## config.mk

```make
export PLATFORM = sky130hd
export DESIGN_NAME = thm_seq_top
export DESIGN_NICKNAME = d
export VERILOG_FILES = /design/src/rtl/thm_pkg.sv /design/src/rtl/thm_regs.sv /design/src/rtl/thm_pace.sv /design/src/rtl/thm_seq.sv /design/src/rtl/thm_seq_top.sv
export SDC_FILE = /design/constraint.sdc
export NUM_CORES = 1
export LEC_CHECK = 0
export BUFFER_PORTS_ARGS = -buffer_cell sky130_fd_sc_hd__buf_2
export CORE_MARGIN = 2
export CORE_UTILIZATION = 55
export CTS_CLUSTER_SIZE = 30
export DETAILED_ROUTE_END_ITERATION = 6
export PLACE_DENSITY_LB_ADDON = 0.12
export SKIP_LAST_GASP = 1
export SYNTH_ARGS = -nofsm -noshare
export SYNTH_HDL_FRONTEND = slang
export SYNTH_SLANG_ARGS = --single-unit
```

## constraint.sdc

```tcl
create_clock -name clk -period 3.4 [get_ports clk]
set_input_delay 0 -clock clk [delete_from_list [all_inputs] [get_ports clk]]
set_output_delay 0 -clock clk [all_outputs]
set_load 0.01 [all_outputs]
```

## src/rtl/thm_pkg.sv

```systemverilog
package thm_pkg;
    localparam int DW     = 32;
    localparam int NPTS   = 4;
    localparam int RES_W  = 12;
    localparam int CODE_W = 8;
    localparam int RA_W   = 5;
    localparam int PIDX_W = (NPTS > 1) ? $clog2(NPTS) : 1;
    localparam int UPD_BIT = 16;

    // register word indices
    localparam logic [RA_W-1:0] RG_UNIT    = 5'd0;
    localparam logic [RA_W-1:0] RG_SWEEP   = 5'd1;
    localparam logic [RA_W-1:0] RG_POLL    = 5'd2;
    localparam logic [RA_W-1:0] RG_LIMIT   = 5'd3;
    localparam logic [RA_W-1:0] RG_A_CHSEL = 5'd4;
    localparam logic [RA_W-1:0] RG_A_SNSEL = 5'd5;
    localparam logic [RA_W-1:0] RG_A_EN    = 5'd6;
    localparam logic [RA_W-1:0] RG_A_FLAG  = 5'd7;
    localparam logic [RA_W-1:0] RG_A_VOLT  = 5'd8;
    localparam logic [RA_W-1:0] RG_D_CHSEL = 5'd9;
    localparam logic [RA_W-1:0] RG_D_EN    = 5'd10;
    localparam logic [RA_W-1:0] RG_WRCTL   = 5'd11;
    localparam logic [RA_W-1:0] RG_FLAGFMT = 5'd12;
    localparam logic [RA_W-1:0] RG_SPLIT   = 5'd13;
    localparam logic [RA_W-1:0] RG_SHIFT   = 5'd14;
    localparam logic [RA_W-1:0] RG_MASK    = 5'd15;
    localparam logic [RA_W-1:0] RG_CODE0   = 5'd16;
    localparam logic [RA_W-1:0] RG_RES0    = 5'd20;
    localparam logic [RA_W-1:0] RG_STAT    = 5'd24;

    typedef enum logic [2:0] {OP_SNSEL, OP_CHSEL, OP_EN, OP_FLAG, OP_VOLT} op_e;

    typedef struct packed {
        logic [9:0]                   unit_n;
        logic [9:0]                   sweep_ivl;
        logic [15:0]                  poll_ivl;
        logic [DW-1:0]                limit;
        logic [DW-1:0]                a_chsel;
        logic [DW-1:0]                a_snsel;
        logic [DW-1:0]                a_en;
        logic [DW-1:0]                a_flag;
        logic [DW-1:0]                a_volt;
        logic [DW-1:0]                d_chsel;
        logic [DW-1:0]                d_en;
        logic [1:0]                   wr_ctl;
        logic [4:0]                   flag_pos;
        logic                         flag_high;
        logic                         split;
        logic [4:0]                   shift;
        logic [NPTS-1:0]              mask;
        logic [NPTS-1:0][CODE_W-1:0]  code;
    } cfg_t;

    function automatic op_e first_op(input logic [1:0] wc);
        if (wc[0])      return OP_SNSEL;
        else if (wc[1]) return OP_CHSEL;
        else            return OP_EN;
    endfunction

    function automatic logic [PIDX_W-1:0] low_idx(input logic [NPTS-1:0] m);
        logic [PIDX_W-1:0] r;
        r = '0;
        for (int i = NPTS - 1; i >= 0; i--)
            if (m[i]) r = PIDX_W'(i);
        return r;
    endfunction
endpackage

```

## src/rtl/thm_regs.sv

```systemverilog
module thm_regs
    import thm_pkg::*;
(
    input  logic                  clk,
    input  logic                  rst,
    input  logic                  cfg_we,
    input  logic                  cfg_re,
    input  logic [RA_W-1:0]       cfg_addr,
    input  logic [DW-1:0]         cfg_wdata,
    output logic [DW-1:0]         cfg_rdata,
    input  logic                  res_we,
    input  logic [PIDX_W-1:0]     res_idx,
    input  logic [RES_W-1:0]      res_data,
    input  logic                  err_set,
    output cfg_t                  cfg,
    output logic [NPTS-1:0]       upd,
    output logic                  err
);
    logic [NPTS-1:0][RES_W-1:0] res;

    always_ff @(posedge clk) begin
        if (rst) begin
            cfg <= '0;
        end else if (cfg_we) begin
            case (cfg_addr)
                RG_UNIT:    cfg.unit_n    <= cfg_wdata[9:0];
                RG_SWEEP:   cfg.sweep_ivl <= cfg_wdata[9:0];
                RG_POLL:    cfg.poll_ivl  <= cfg_wdata[15:0];
                RG_LIMIT:   cfg.limit     <= cfg_wdata;
                RG_A_CHSEL: cfg.a_chsel   <= cfg_wdata;
                RG_A_SNSEL: cfg.a_snsel   <= cfg_wdata;
                RG_A_EN:    cfg.a_en      <= cfg_wdata;
                RG_A_FLAG:  cfg.a_flag    <= cfg_wdata;
                RG_A_VOLT:  cfg.a_volt    <= cfg_wdata;
                RG_D_CHSEL: cfg.d_chsel   <= cfg_wdata;
                RG_D_EN:    cfg.d_en      <= cfg_wdata;
                RG_WRCTL:   cfg.wr_ctl    <= cfg_wdata[1:0];
                RG_FLAGFMT: begin
                    cfg.flag_pos  <= cfg_wdata[4:0];
                    cfg.flag_high <= cfg_wdata[5];
                end
                RG_SPLIT:   cfg.split     <= cfg_wdata[0];
                RG_SHIFT:   cfg.shift     <= cfg_wdata[4:0];
                RG_MASK:    cfg.mask      <= cfg_wdata[NPTS-1:0];
                default: ;
            endcase
            for (int i = 0; i < NPTS; i++)
                if (cfg_addr == RG_CODE0 + RA_W'(i))
                    cfg.code[i] <= cfg_wdata[CODE_W-1:0];
        end
    end

    always_ff @(posedge clk) begin
        if (rst) begin
            res <= '0;
            upd <= '0;
            err <= 1'b0;
        end else begin
            for (int i = 0; i < NPTS; i++) begin
                if (cfg_re && cfg_addr == RG_RES0 + RA_W'(i))
                    upd[i] <= 1'b0;
                if (res_we && res_idx == PIDX_W'(i)) begin
                    res[i] <= res_data;
                    upd[i] <= 1'b1;
                end
            end
            if (cfg_we && cfg_addr == RG_STAT && cfg_wdata[0])
                err <= 1'b0;
            if (err_set)
                err <= 1'b1;
        end
    end

    always_comb begin
        cfg_rdata = '0;
        for (int i = 0; i < NPTS; i++) begin
            if (cfg_addr == RG_RES0 + RA_W'(i)) begin
                cfg_rdata[RES_W-1:0] = res[i];
                cfg_rdata[UPD_BIT]   = upd[i];
            end
        end
        if (cfg_addr == RG_STAT)
            cfg_rdata[0] = err;
    end
endmodule

```

## src/rtl/thm_pace.sv

```systemverilog
module thm_pace #(
    parameter int UNIT_CLKS = 256
) (
    input  logic       clk,
    input  logic       rst,
    input  logic [9:0] unit_n,
    input  logic [9:0] sweep_ivl,
    output logic       start
);
    localparam int SW = (UNIT_CLKS > 1) ? $clog2(UNIT_CLKS) : 1;

    logic [SW-1:0] sub;
    logic [9:0]    ucnt;
    logic [9:0]    scnt;
    logic          run, sub_end, u_end, s_end;

    always_comb begin
        run     = (unit_n != '0) && (sweep_ivl != '0);
        sub_end = (sub == SW'(UNIT_CLKS - 1));
        u_end   = (ucnt >= unit_n - 10'd1);
        s_end   = (scnt >= sweep_ivl - 10'd1);
    end

    always_ff @(posedge clk) begin
        if (rst || !run) begin
            sub   <= '0;
            ucnt  <= '0;
            scnt  <= '0;
            start <= 1'b0;
        end else begin
            start <= sub_end && u_end && s_end;
            sub   <= sub_end ? '0 : sub + SW'(1);
            if (sub_end)
                ucnt <= u_end ? '0 : ucnt + 10'd1;
            if (sub_end && u_end)
                scnt <= s_end ? '0 : scnt + 10'd1;
        end
    end
endmodule

```

## src/rtl/thm_seq.sv

```systemverilog
module thm_seq
    import thm_pkg::*;
(
    input  logic              clk,
    input  logic              rst,
    input  logic              start,
    input  cfg_t              cfg,
    output logic              m_req_valid,
    input  logic              m_req_ready,
    output logic              m_req_write,
    output logic [DW-1:0]     m_req_addr,
    output logic [DW-1:0]     m_req_wdata,
    input  logic              m_rsp_valid,
    input  logic [DW-1:0]     m_rsp_rdata,
    output logic              res_we,
    output logic [PIDX_W-1:0] res_idx,
    output logic [RES_W-1:0]  res_data,
    output logic              err_set
);
    typedef enum logic [1:0] {S_IDLE, S_REQ, S_RSP, S_WAIT} st_e;

    st_e               st;
    op_e               op;
    logic [NPTS-1:0]   rem, rem_nx;
    logic [PIDX_W-1:0] pt;
    logic [15:0]       wcnt;
    logic [DW-1:0]     elapsed, shifted;
    logic              hit, rsp_now, do_store, do_tmo, do_fin;
    logic              unused_fields;

    assign unused_fields = ^{cfg.unit_n, cfg.sweep_ivl};

    always_comb begin
        pt       = low_idx(rem);
        rem_nx   = rem & ~(NPTS'(1) << pt);
        hit      = (m_rsp_rdata[cfg.flag_pos] == cfg.flag_high);
        shifted  = m_rsp_rdata >> cfg.shift;
        rsp_now  = (st == S_RSP) && m_rsp_valid;
        do_store = rsp_now && ((op == OP_FLAG && hit && !cfg.split) || op == OP_VOLT);
        do_tmo   = rsp_now && op == OP_FLAG && !hit && (elapsed >= cfg.limit);
        do_fin   = do_store || do_tmo;
    end

    always_comb begin
        m_req_valid = (st == S_REQ);
        m_req_write = 1'b0;
        m_req_addr  = '0;
        m_req_wdata = '0;
        case (op)
            OP_SNSEL: begin m_req_write = 1'b1; m_req_addr = cfg.a_snsel; m_req_wdata = DW'(cfg.code[pt]); end
            OP_CHSEL: begin m_req_write = 1'b1; m_req_addr = cfg.a_chsel; m_req_wdata = cfg.d_chsel; end
            OP_EN:    begin m_req_write = 1'b1; m_req_addr = cfg.a_en;    m_req_wdata = cfg.d_en; end
            OP_FLAG:  m_req_addr = cfg.a_flag;
            default:  m_req_addr = cfg.a_volt;
        endcase
    end

    always_ff @(posedge clk) begin
        if (rst) begin
            st       <= S_IDLE;
            op       <= OP_EN;
            rem      <= '0;
            wcnt     <= '0;
            elapsed  <= '0;
            res_we   <= 1'b0;
            res_idx  <= '0;
            res_data <= '0;
            err_set  <= 1'b0;
        end else begin
            res_we   <= do_store;
            err_set  <= do_tmo;
            res_idx  <= pt;
            res_data <= shifted[RES_W-1:0];
            if (op == OP_FLAG && st != S_IDLE && elapsed != '1)
                elapsed <= elapsed + DW'(1);
            case (st)
                S_IDLE: if (start && cfg.mask != '0) begin
                    rem <= cfg.mask;
                    op  <= first_op(cfg.wr_ctl);
                    st  <= S_REQ;
                end
                S_REQ: if (m_req_ready) st <= S_RSP;
                S_RSP: if (m_rsp_valid) begin
                    st <= S_REQ;
                    case (op)
                        OP_SNSEL: op <= cfg.wr_ctl[1] ? OP_CHSEL : OP_EN;
                        OP_CHSEL: op <= OP_EN;
                        OP_EN: begin
                            op      <= OP_FLAG;
                            elapsed <= '0;
                        end
                        OP_FLAG: begin
                            if (hit && cfg.split)
                                op <= OP_VOLT;
                            else if (!hit && !do_tmo) begin
                                st   <= S_WAIT;
                                wcnt <= '0;
                            end
                        end
                        default: ;
                    endcase
                end
                default: begin
                    if (wcnt == cfg.poll_ivl) st <= S_REQ;
                    else                      wcnt <= wcnt + 16'd1;
                end
            endcase
            if (do_fin) begin
                rem <= rem_nx;
                if (rem_nx == '0) st <= S_IDLE;
                else              op <= first_op(cfg.wr_ctl);
            end
        end
    end
endmodule

```

## src/rtl/thm_seq_top.sv

```systemverilog
module thm_seq_top #(
    parameter int UNIT_CLKS = 256
) (
    input  logic                     clk,
    input  logic                     rst,
    input  logic                     cfg_we,
    input  logic                     cfg_re,
    input  logic [thm_pkg::RA_W-1:0] cfg_addr,
    input  logic [thm_pkg::DW-1:0]   cfg_wdata,
    output logic [thm_pkg::DW-1:0]   cfg_rdata,
    output logic                     m_req_valid,
    input  logic                     m_req_ready,
    output logic                     m_req_write,
    output logic [thm_pkg::DW-1:0]   m_req_addr,
    output logic [thm_pkg::DW-1:0]   m_req_wdata,
    input  logic                     m_rsp_valid,
    input  logic [thm_pkg::DW-1:0]   m_rsp_rdata,
    output logic                     err_flag
);
    import thm_pkg::*;

    cfg_t              cfg;
    logic              start;
    logic              res_we;
    logic [PIDX_W-1:0] res_idx;
    logic [RES_W-1:0]  res_data;
    logic              err_set;
    logic [NPTS-1:0]   upd;

    thm_regs u_regs (
        .clk(clk), .rst(rst), .cfg_we(cfg_we), .cfg_re(cfg_re),
        .cfg_addr(cfg_addr), .cfg_wdata(cfg_wdata), .cfg_rdata(cfg_rdata),
        .res_we(res_we), .res_idx(res_idx), .res_data(res_data),
        .err_set(err_set), .cfg(cfg), .upd(upd), .err(err_flag)
    );

    thm_pace #(.UNIT_CLKS(UNIT_CLKS)) u_pace (
        .clk(clk), .rst(rst), .unit_n(cfg.unit_n),
        .sweep_ivl(cfg.sweep_ivl), .start(start)
    );

    thm_seq u_seq (
        .clk(clk), .rst(rst), .start(start), .cfg(cfg),
        .m_req_valid(m_req_valid), .m_req_ready(m_req_ready),
        .m_req_write(m_req_write), .m_req_addr(m_req_addr),
        .m_req_wdata(m_req_wdata), .m_rsp_valid(m_rsp_valid),
        .m_rsp_rdata(m_rsp_rdata), .res_we(res_we), .res_idx(res_idx),
        .res_data(res_data), .err_set(err_set)
    );
endmodule

```

==> key figures <==
Synthesis
  • Leading area contributor after synthesis: dfxtp_1
  • Synth Cell Area: 23900 µm²
  • Number of synthesized flops with an enable pin: 0
  • Sequential share of the synthesized area: 0.416
  • Top-area cell type share of the netlist area: 0.416
  • Top area cells in the synthesized netlist: dfxtp_1 42%, nand2_1 12%, a21oi_1 8.5%
  • Yosys reg bits: 497
  • Netlist cell types: 75
  • Post-synth ARST share: 0
  • Most used DFF post-synth: dfxtp_1
  • Synthesized instance count: approximately 2900
  • Synth Area per Inst: 8.20 µm²
  • Synth warn: 0

Floorplan
  • I/O pins: 174
  • Die height: 213 µm
  • Initial Utilization: 0.557
  • Core area: ~43000 µm²
  • Die Width: 213 µm
  • Cell Rows: 76
  • Die area: 45200 µm²

Critical path
  • CP max FO: 11
  • Worst Path Required: 3.93 ns
  • Setup crit end kind: flip-flop
  • Crit path DAT: 3.80 ns
  • Setup Crit Path Kind: reg2reg
  • Critical Path Sink: u_seq.wcnt[11]$_SDFFE_PP0P_
  • CP Launch Point: u_seq.elapsed[0]$_SDFF_PP0_
  • Worst r2r src: u_seq.elapsed[0]$_SDFF_PP0_
  • FF-to-FF path depth: 10
  • Reg2reg end: u_seq.wcnt[11]$_SDFFE_PP0P_
  • R2R Setup Slk: 0.13 ns
  • Crit path launch type: flip-flop

Timing
  • Final WS setup: around 0.13 ns
  • Slew Viols, Final: 0
  • Maximum clock rate: 0.306 GHz
  • Crit share post-route: 0.962
  • Hold Vio Cnt, Final: 0
  • Clock skew: 0.0199 ns
  • Worst slew margin: 0.251
  • # setup viols final: 0
  • Post-Route Setup TNS: 0 ns
  • RSZ-0062 raised after global routing: no
  • Worst Tran Pin Value: ~1.1 ns
  • Fin crit period: ~3.3 ns

Detailed routing
  • Top layer in use: met4
  • Vias: 21100
  • Routed met2 length: 31600 µm
  • DRC viols: 0
  • First-iteration detailed-routing DRC count: roughly 1700
  • Routed len/inst: 18.6 µm
  • DRT Pass-1 Iters: 6
  • Met3 WL post-DR: between 5000 and 6000 µm
  • Routed vias/inst: between 5 and 6
  • ANT nets after route: 0
  • Final WL: 67500 µm
  • Met1 WL: approximately 29000 µm

Flow run
  • Max Cap Violations: 0

Placement
  • Placer Congestion: 0.876
  • Pre-CTS setup slack: -0.207 ns
  • Buffers added on ports: 154
  • DP Wirelength: approximately 42000 µm

Layout
  • Nets: 3131
  • Share of cells above drive strength 1: 0.138
  • FILL cells: between 3000 and 4000
  • N_diodes: 0
  • Area delta synth->final: 13.3%

Global routing
  • Remaining Overflow, GRT: 0
  • First-pass GRT wire length: 106000 µm
  • Tot GR Track Use: 0.294
  • Initial antenna violation count: 0
  • Vias in the first global route: 20000
  • Largest net degree at the start of global routing: 230

Power
  • Leak Pwr: 9.89 nW
  • Peak VDD IR: 0.000448 V
  • Power Total: roughly 12 mW
  • Power Density: roughly 450 nW/µm²

Clocking
  • Clock root buffer: clkbuf_16
  • Number of CTS-inserted buffers: 51
  • Clk_lat worst skew: 0.60 ns
  • Postcts setup bufs: 0
  • CTS clk-pin slew, worst paths: 0.06 ns
  • Total number of H-tree levels: 2
  • Max clock buf depth: 3
  • CTS tree: yes
  • TritonCTS sink count: 497

Hold path
  • HP Class: in2reg

Status
  • Outcome: finished clean
-- placed cells by master (no fill, tap or decap), types with 12 or more instances in the layout --
| master | instances |
|---|---|
| conb_1 | 19 |
| mux4_2 | 61 |
| nand2b_1 | 12 |
| dfxtp_1 | 493 |
| buf_4 | 42 |
| inv_1 | 56 |
| ha_1 | 59 |
| dlygate4sd3_1 | 45 |
| clkinv_2 | 12 |
| clkbuf_16 | 52 |
| a21o_1 | 12 |
| clkbuf_8 | 16 |
| nor2_1 | 172 |
| mux2i_1 | 95 |
| nand2_1 | 767 |
| or3_1 | 16 |
| o21ai_0 | 42 |
| mux2_2 | 39 |
| a22oi_1 | 21 |
| a22o_1 | 26 |
| buf_2 | 153 |
| nand3_1 | 71 |
| nor3_1 | 20 |
| xnor2_1 | 42 |
| xor2_1 | 41 |
| nand4_1 | 42 |
| a211oi_1 | 19 |
| a21oi_1 | 407 |
| nor2b_1 | 17 |
-- cell usage after synthesis (all sizes together) (13+ instances only) --
master / number
nor2b: 18
dfxtp: 497
xnor2: 43
inv: 56
mux2: 39
a21oi: 407
a22oi: 21
nor3: 22
clkbuf: 197
nand4: 42
ha: 59
a211oi: 21
mux4: 61
xor2: 41
nor2: 179
o21ai: 49
nand2b: 13
nand2: 769
mux2i: 95
or3: 17
buf: 35
a22o: 27
nand3: 71
-- per-stage QoR --
step	std cells	instance area (µm²)	hold WS [ns]	util
2_1_floorplan	2934	24000	0.144	-
3_3_place_gp	3484	24900	0.334	0.579
3_5_place_dp	3484	24900	0.337	0.579
4_1_cts	3623	27100	0.0641	0.631
5_1_grt	3623	27100	0.145	0.631
6_report	3623	27100	0.110	0.631
-- final cells by class --
cell class | count | area, µm² | area share
Multi-Input combinational cell | 2148 | 12900 | 0.476
Sequential cell | 497 | 9950 | 0.367
Inverter | 57 | 214 | 0.00789
Clock inverter | 20 | 198 | 0.00729
Timing Repair Buffer | 242 | 1570 | 0.0578
Clock buffer | 74 | 1540 | 0.0570
Tap cell | 585 | 732 | 0.0270
-- registers in the layout, indices dropped and copies added (netlist names) --
name,cells
u_pace.scnt,10
u_pace.start,1
u_pace.sub,8
u_pace.ucnt,10
u_regs.cfg,342
u_regs.err,1
u_regs.res,48
u_regs.upd,4
u_seq.elapsed,32
u_seq.err_set,1
u_seq.op,3
u_seq.rem,4
u_seq.res_data,12
u_seq.res_idx,2
u_seq.res_we,1
u_seq.st,2
u_seq.wcnt,16
-- how the worst min path moves through the flow --
stage | startpoint | cells after the start | slack, ns | endpoint
2_1_floorplan | cfg_wdata[5] | 2 | 0.14 | u_regs.cfg[13]$_SDFFE_PP0P_
3_3_place_gp | cfg_re | 4 | 0.33 | u_regs.upd[2]$_SDFFE_PP0P_
3_5_place_dp | cfg_wdata[26] | 3 | 0.34 | u_regs.cfg[268]$_SDFFE_PP0P_
4_1_cts | m_rsp_rdata[26] | 5 | 0.06 | u_seq.res_data[6]$_SDFF_PP0_
5_1_grt | m_rsp_rdata[31] | 6 | 0.15 | u_seq.res_data[7]$_SDFF_PP0_
6_report | m_rsp_rdata[26] | 5 | 0.11 | u_seq.res_data[6]$_SDFF_PP0_
-- power by group --
| part | switching [mW] | leakage [nW] | internal [mW] |
|---|---|---|---|
| clock | 2.39 | 0.864 | 3.38 |
| combinational | 0.402 | 5.01 | 0.197 |
| sequential | 0.0312 | 4.01 | 5.86 |
| total | 2.82 | 9.89 | 9.44 |
-- per-layer routing --
metal  vias to the layer above  global-route usage
li1                      10100                   -
met1                     10100               0.397
met2                       791               0.480
met3                       112              0.0527
met4                         0              0.0899
met5                         -                   0
-- worst max-delay path, stage by stage (launching register included) --
cell,delay [ns]
dfxtp_1,0.38
inv_1,0.09
ha_1,0.27
nand2b_4,0.14
a2111oi_4,0.32
o32ai_1,0.13
or4_1,0.42
a22o_4,0.29
o32a_1,0.48
or4_1,0.54
a21oi_1,0.14
-- logic make-up after synthesis --
| logic type | share of synthesized area |
|---|---|
| simple gates | 0.212 |
| mux | 0.116 |
| fa+ha+maj | 0.0313 |
| compound gates | 0.144 |
| flops | 0.416 |
| other cells | 0.000157 |
| buf+inv | 0.0500 |
| xor+xnor | 0.0311 |
-- what timing repair did --
| action | 4_1_cts | 5_1_grt |
|---|---|---|
| hold endpoints to repair | 347 | 0 |
| gates resized for setup | 1 | 1 |
| pin swaps | 0 | 1 |
| endpoints found under the setup margin | 9 | 8 |
| hold buffers | 45 | 0 |
No activity file was read; power rests on OpenSTA's default activity.
